`src/rtl/seg_xlate.sv`:
```
module seg_xlate #(
  parameter int NSEG = 6
) (
  input  logic        clk,
  input  logic        rst_n,
  input  logic        ld_valid,
  input  logic [2:0]  ld_seg,
  input  logic [15:0] ld_sel,
  output logic        busy,
  input  logic [31:0] gtab_base,
  input  logic [31:0] ltab_base,
  output logic        mem_req,
  output logic [31:0] mem_addr,
  input  logic        mem_rvalid,
  input  logic [31:0] mem_rdata,
  input  logic        xl_valid,
  input  logic [2:0]  xl_seg,
  input  logic [31:0] xl_off,
  output logic        xl_ready,
  output logic        lin_valid,
  output logic [31:0] lin_addr,
  output logic        lin_fault
);
  typedef enum logic [1:0] {S_IDLE, S_LO, S_HI} st_t;

  st_t         state;
  logic [31:0] desc_q;
  logic [15:0] lo_q;
  logic [2:0]  tgt_q;
  logic [31:0] base_q [NSEG];
  logic [NSEG-1:0] null_q;

  logic        seg_ok, xseg_ok, accept_ld, sel_null;
  logic [31:0] desc_addr, cur_base;
  logic        cur_fault;
  logic        unused_bits;

  assign seg_ok    = int'(ld_seg) < NSEG;
  assign xseg_ok   = int'(xl_seg) < NSEG;
  assign accept_ld = ld_valid && state == S_IDLE && seg_ok;
  assign sel_null  = ld_sel[15:2] == 14'd0;
  assign desc_addr = (ld_sel[2] ? ltab_base : gtab_base) + {16'd0, ld_sel[15:3], 3'b000};

  assign busy     = state != S_IDLE;
  assign xl_ready = !busy;
  assign mem_req  = busy;
  assign mem_addr = (state == S_HI) ? desc_q + 32'd4 : desc_q;

  assign cur_base  = (xseg_ok && !null_q[xl_seg]) ? base_q[xl_seg] : 32'd0;
  assign cur_fault = !xseg_ok || null_q[xl_seg];

  assign unused_bits = ^{ld_sel[1:0], mem_rdata[15:8]};

  always_ff @(posedge clk) begin
    if (!rst_n) begin
      state     <= S_IDLE;
      desc_q    <= '0;
      lo_q      <= '0;
      tgt_q     <= '0;
      null_q    <= '1;
      lin_valid <= 1'b0;
      lin_addr  <= '0;
      lin_fault <= 1'b0;
      for (int i = 0; i < NSEG; i++) base_q[i] <= '0;
    end else begin
      case (state)
        S_IDLE: if (accept_ld) begin
          if (sel_null) begin
            base_q[ld_seg] <= '0;
            null_q[ld_seg] <= 1'b1;
          end else begin
            desc_q <= desc_addr;
            tgt_q  <= ld_seg;
            state  <= S_LO;
          end
        end
        S_LO: if (mem_rvalid) begin
          lo_q  <= mem_rdata[31:16];
          state <= S_HI;
        end
        S_HI: if (mem_rvalid) begin
          base_q[tgt_q] <= {mem_rdata[31:24], mem_rdata[7:0], lo_q};
          null_q[tgt_q] <= 1'b0;
          state         <= S_IDLE;
        end
        default: state <= S_IDLE;
      endcase
      lin_valid <= xl_valid && xl_ready;
      if (xl_valid && xl_ready) begin
        lin_addr  <= cur_base + xl_off;
        lin_fault <= cur_fault;
      end
    end
  end
endmodule

```
`config.mk`:
```
export PLATFORM = sky130hd
export DESIGN_NAME = seg_xlate
export DESIGN_NICKNAME = d
export VERILOG_FILES = /design/src/rtl/seg_xlate.sv
export SDC_FILE = /design/constraint.sdc
export NUM_CORES = 1
export LEC_CHECK = 0
export BUFFER_PORTS_ARGS = -buffer_cell sky130_fd_sc_hd__buf_2
export CAP_MARGIN = 5
export CORE_MARGIN = 2
export CORE_UTILIZATION = 59
export DETAILED_ROUTE_END_ITERATION = 10
export GPL_TIMING_DRIVEN = 1
export PLACE_DENSITY = 0.81
export SYNTH_ARGS = -nofsm -noshare
export SYNTH_HDL_FRONTEND = slang
export SYNTH_SLANG_ARGS = --single-unit
```
`constraint.sdc`:
```
create_clock -name clk -period 4.7 [get_ports clk]
set_input_delay 0.235 -clock clk [delete_from_list [all_inputs] [get_ports clk]]
set_output_delay 0.235 -clock clk [all_outputs]
set_load 0.01 [all_outputs]
```
* Yosys cells after proc, flatten, opt, wreduce, memory -nomap -nowiden *
Memories as Yosys holds them, arrays and structs flattened.
Cells that the tools add are included.

storage, ports and cells
  output and inout port bits = 69
  flip-flop bits (word level) = 93
  input port bits = 155
  memories = 1
  memory bits (writable) = 192

operators by class
  bitwise logic cells = 4
  add/subtract/negate cells = 3
  eq/ne operators = 7
  $lt $le $gt $ge = 7
  reduce and logical (&&, ||, !) cells = 20
  muxes and demuxes = 34

memories
  memory  words  bits a word  read ports  clocked after memory_dff  wr ports  RTL line  RTL
  base_q  6      32           1           0                         6         30        logic [31:0] base_q [NSEG];

operators by type and width
  operator                                                     count
  two-way mux 32 bit                                           5
  OR reduction 32 bit                                          2
  adder 32 x 16 -> 32 bit                                      1
  adder 32 x 3 -> 32 bit (second input constant)               1
  adder 32 bit                                                 1
  two-way mux 6 bit                                            3
  two-way mux 1 bit                                            15
  logical NOT 14 bit                                           1
  less-than comparator 3 x 4 -> 1 bit (second input constant)  3
  one-hot mux 6 bit (2 select lines)                           1
  inequality test 2 bit (second input constant)                5
  two-way mux 2 bit                                            4
  AND reduction 4 bit                                          2
  bitwise AND 6 bit                                            1
  demux 1 bit (select 3 bit)                                   2
  >= comparator 3 x 1 -> 1 bit (second input constant)         2
  logical AND 1 bit                                            6
  less-than comparator 3 bit (second input constant)           2
  two-way mux 3 bit                                            2
  NOT 6 bit                                                    1
  OR 6 bit                                                     1
  one-hot mux 2 bit (3 select lines)                           1
  nonzero test 2 bit                                           2
  binary-select mux 1 bit (select 3 bit)                       1
  other kinds (8)                                              10

* Logic depth before layout (Yosys ltp) *
  word-level depth = 10
  depth in mapped cells = 16
  depth with buffers taken out = 13

* Least setup slack after synthesis *
Ideal clock, no wire load.

  path type = register -> register
  from = reg state[1]
  to = mem base_q[6][0] (enable)
  period minus slack after synthesis = 4.141 ns
  setup slack = 0.559 ns
  data arrival time = 3.680 ns
  setup time = 0.461 ns
  stages on the path, launching flop included = 7
  required time = 4.239 ns
  buffers on the path = 0
  cells stage by stage = dfxtp_1 -> nor2_1 -> nand3_1 -> nor2_1 -> a22oi_1 -> nand2b_1 -> nor3_1

RTL lines
  item                    RTL line  RTL
  start, declared         26        st_t state;
  start signal, assigned  56        state <= S_IDLE;
  start signal, assigned  74        state <= S_LO;
  start signal, assigned  79        state <= S_HI;
  end, declared           30

* Worst setup path in the final report *
  from = reg null_q[5]
  to = reg lin_addr[30]

between the ends
  word-level cells in the longest chain between the ends = 6

ends and longest elaborated chain
  item                                     RTL line  RTL
  start, declared                          31        logic [NSEG-1:0] null_q;
  start signal, assigned                   60        null_q <= '1;
  start signal, assigned by index          70        null_q[ld_seg] <= 1'b1;
  start signal, assigned by index          83        null_q[tgt_q] <= 1'b0;
  binary-select mux 1 bit (select 3 bit)   49        assign cur_base = (xseg_ok && !null_q[xl_seg]) ? base_q[xl_seg] : 32'd0;
  two-way mux 1 bit (implied by the code)  49
  logical NOT 1 bit                        49
  logical AND 1 bit                        49
  two-way mux 32 bit                       49
  adder 32 bit                             90        lin_addr <= cur_base + xl_off;
  end signal, assigned                     90
  end, declared                            21        output logic [31:0] lin_addr,

Every way passes these cells. The select of a mux whose other input is x is not followed.
A chain may end at the register's enable or synchronous reset.

==> summary.md <==
| Metric | Value |
|---|---|
| Worst hold stages | 3 |
| WP data required | 5.11 ns |
| Tmin final | 3.872 ns |
| Final Hold Viols | 0 |
| CP max FO | 14 |
| Worst hold start | ld_seg[1] |
| Ports | 224 |
| Post-CTS repair timing setup buffer count | 0 |
| CP most frequent cell | a2111oi_2 |
| Worst Hold End | tgt_q[1] |
| Worst reg-to-reg setup slack | 0.83 ns |
| Layout Nets | 2013 |
| Hold Path Class | primary input to flop |
| CTS tree | done |
| Layer with the highest usage | met2 |
| CTS-repair resized insts | 0 |
| H-tree Lvls | 2 |
| Starting Density | 60.11% |
| Static leakage | 8.230 nW |
| RSZ-0062 raised after global routing | no |
| Slew margin rel. | 39.37% |
| CP Capture Type | flop |
| Post-synth EDFFs | 256 |
| Element type at the critical path start | flop |
| Final wirelength | 48.27 mm |
| # port buffers | 213 |
| Register area share after synthesis | 53.46% |
| Iter 0 DRT Violations | 1549 |
| Syn nets | 1806 |
| Pin count of the biggest net entering global routing | 64 |
| Die area | 31680 um2 |
| CTS buffer count | 38 |
| Filler cells | 2032 |
| Least-Margin Pin Slew | 0.9094 ns |
| Max cap viols | 0 |
| Die Span Y | 178 um |
| Post-synthesis cell type count | 71 |
| WL/cell | 21.61 um |
| Initial antenna violation count | 4 |
| GPL Wtd Cong | 0.9292 |
| Post-synthesis cell area | 17860 um2 |
| Worst path cell trace | mux4_2 -> nand2b_1 -> nand2_1 -> nor2_1 -> ha_1 -> fa_1 -> a21o_1 -> nand4_1 -> a2111oi_2 -> o31ai_1 -> a2111oi_2 -> mux2i_1 -> o211ai_1 |
| Crit path buf inv count | 0 |
| Final Skew | 0.02008 ns |
| M2 GR Usage | 51.03% |
| Max clock buf depth | 3 |
| First-pass GRT wire length | 73.86 mm |
| Final setup margin | 0.8277 ns |
| Grt total ovfl | 0 |
| Layout cells sized above 1 | 22.39% |
| GRT Total Usage | 30.68% |
| CTS sink cnt | 349 |
| Root Buffer | clkbuf_16 |
| Run status | finished, final reports clean |
| Worst Path Arrival | 4.28 ns |
| M3 GR Usage | 4.710% |
| Max Clock Freq | 258.2 MHz |
| Post-Syn Instances | 1604 |
| Critical path class | flop to flop |
| FF-to-FF End | lin_addr[30] |
| P per Cell Area | 363.3 nW/um2 |
| Synth warn | 0 |
| Seq cells post-synth | 349 |
| Final period utilization | 82.39% |
| Reg-to-Reg Start | null_q[5] |
| R2R depth | 13 |
| IR Drop Worst-Case VDD | 380.7 uV |
| Hpwl dp | 31.40 mm |
| First-pass DRT Iterations | 5 |
| Final setup viols | 0 |
| Syn avg cell area | 11.14 um2 |
| Setup TNS | 0 ns |
| Post-DRT Antenna Nets | 0 |
| Ys async rst share | 0% |
| Delay of the slowest cell on the worst path | 0.47 ns |
| Reg clk slew, reported paths | 0.06 ns |
| Die width | 178 um |
| Synth Flop Type | edfxtp_1 |
| Worst skew pair latency | 0.54 ns |
| Final Slew Violations | 0 |
| Vias in the first global route | 13580 |
| CORE AREA | 29720 um2 |
| Crit-path slowest cell | mux4_2 |
| Cell family with most CP delay | compound AO/OA/AOI/OAI gates |
| Vias per cell | 6.214 |
| Routing usage on met1 | 41.04% |
| Row count | 63 |
| Layout Area Growth over Synthesis | 16.65% |
| Routed vias | 13880 |
| Dpl ws | 0.6972 ns |
| DRC viols | 0 |
| Hold buffers post-CTS | 12 |
## per-layer routing
layer | share of wire (%) | vias up
li1 | - | 6320
met1 | 39 | 6617
met2 | 48 | 833
met3 | 10 | 109
met4 | 3.0 | 2
met5 | 0.027 | -
## synthesized netlist by cell type (10+ instances only)
master,n,area [um2]
o211ai_1,13,97.59
a211oi_1,17,127.6
edfxtp_1,256,7687
nand4_1,17,106.4
a32oi_1,11,96.34
buf_4,10,75.07
a21oi_1,104,520.5
mux2_2,16,180.2
nand3_1,56,280.3
nor2_1,237,889.6
mux2i_1,47,470.5
o21ai_0,37,185.2
nor3_1,20,100.1
nand2_1,180,675.7
inv_1,53,198.9
dfxtp_1,93,1862
ha_1,45,563.0
a21o_1,21,157.7
mux4_2,65,1464
or3_1,16,100.1
xor2_1,24,210.2
buf_2,21,105.1
xnor2_1,35,306.5
clkbuf_1,50,187.7
and3_1,13,81.33
nor2b_1,13,81.33
## state kept, by name, indices dropped and copies added, names as in the netlist
signal and count:
lin_valid 1, state 2, lin_fault 1, desc_q 32, base_q 256, lo_q 16, tgt_q 3, null_q 6
lin_addr 32
## how the worst max path moves through the flow
stage | startpoint | end | slack (ns) | depth (start not counted)
global route | null_q[5] | lin_addr[30] | 0.54 | 13
global placement | xl_seg[0] | lin_addr[30] | 0.69 | 14
finish | null_q[5] | lin_addr[30] | 0.83 | 13
floorplan | state[1] | base_q[6][0] | 0.56 | 6
detailed placement | xl_seg[0] | lin_addr[30] | 0.70 | 14
CTS | null_q[5] | lin_addr[30] | 0.81 | 13
## tightest hold or removal path: stages
cell,delay (ns)
buf_2,0.14
nand2_1,0.06
a21oi_1,0.06
## final cells by class
class                      instances  area (um2)  share of cell area [%]
sequential                       349        9549                   45.83
multi-input combinational       1111        7735                   37.12
clock buffer                      50        1036                   4.972
timing repair buffer             258        1511                   7.254
tap                              390       488.0                   2.342
inverter                          53       198.9                  0.9547
clock inverter                    19       309.0                   1.483
antenna                            4       10.01                 0.04804
## cell usage in the layout (no fill, tap or decap), drive strengths merged, types with 40 or more instances in the layout
master | synthesis | final
mux2i | 47 | 47
o21ai | 40 | 40
nand2 | 181 | 181
clkbuf | 51 | 50
a21oi | 105 | 105
edfxtp | 256 | 256
nand3 | 56 | 56
dfxtp | 93 | 93
nor2 | 238 | 238
buf | 40 | 246
mux4 | 65 | 65
ha | 45 | 45
inv | 53 | 55
## report_power, final
group	total [W]	switching, W	internal [W]
Clock	0.00316	0.00125	0.00191
Combinational	0.000933	0.000547	0.000385
Sequential	0.00348	0.0000697	0.00341
## kinds of logic after synthesis
family	share of synthesized area (%)
buffers and inverters	3.390
AOI/OAI and AO/OA	10.28
muxes	11.84
adders and majority gates	3.376
and+or+nand+nor	14.77
DFF	53.46
xor gates and xnor gates	2.893
## per-stage QoR
stage	total power [W]	std cells	util [%]	hold slack, ns	cell area, um2
2_1_floorplan	0.004122	1604	-	0.3710	17860
3_3_place_gp	0.004419	2149	65.16	0.4383	19360
3_5_place_dp	0.004446	2149	65.16	0.4396	19360
4_1_cts	0.007580	2230	70.09	0.003002	20830
5_1_grt	0.007811	2233	70.11	0.01984	20840
6_report	0.007571	2234	70.12	0.01673	20840
Power figures use the tool's default switching activity.
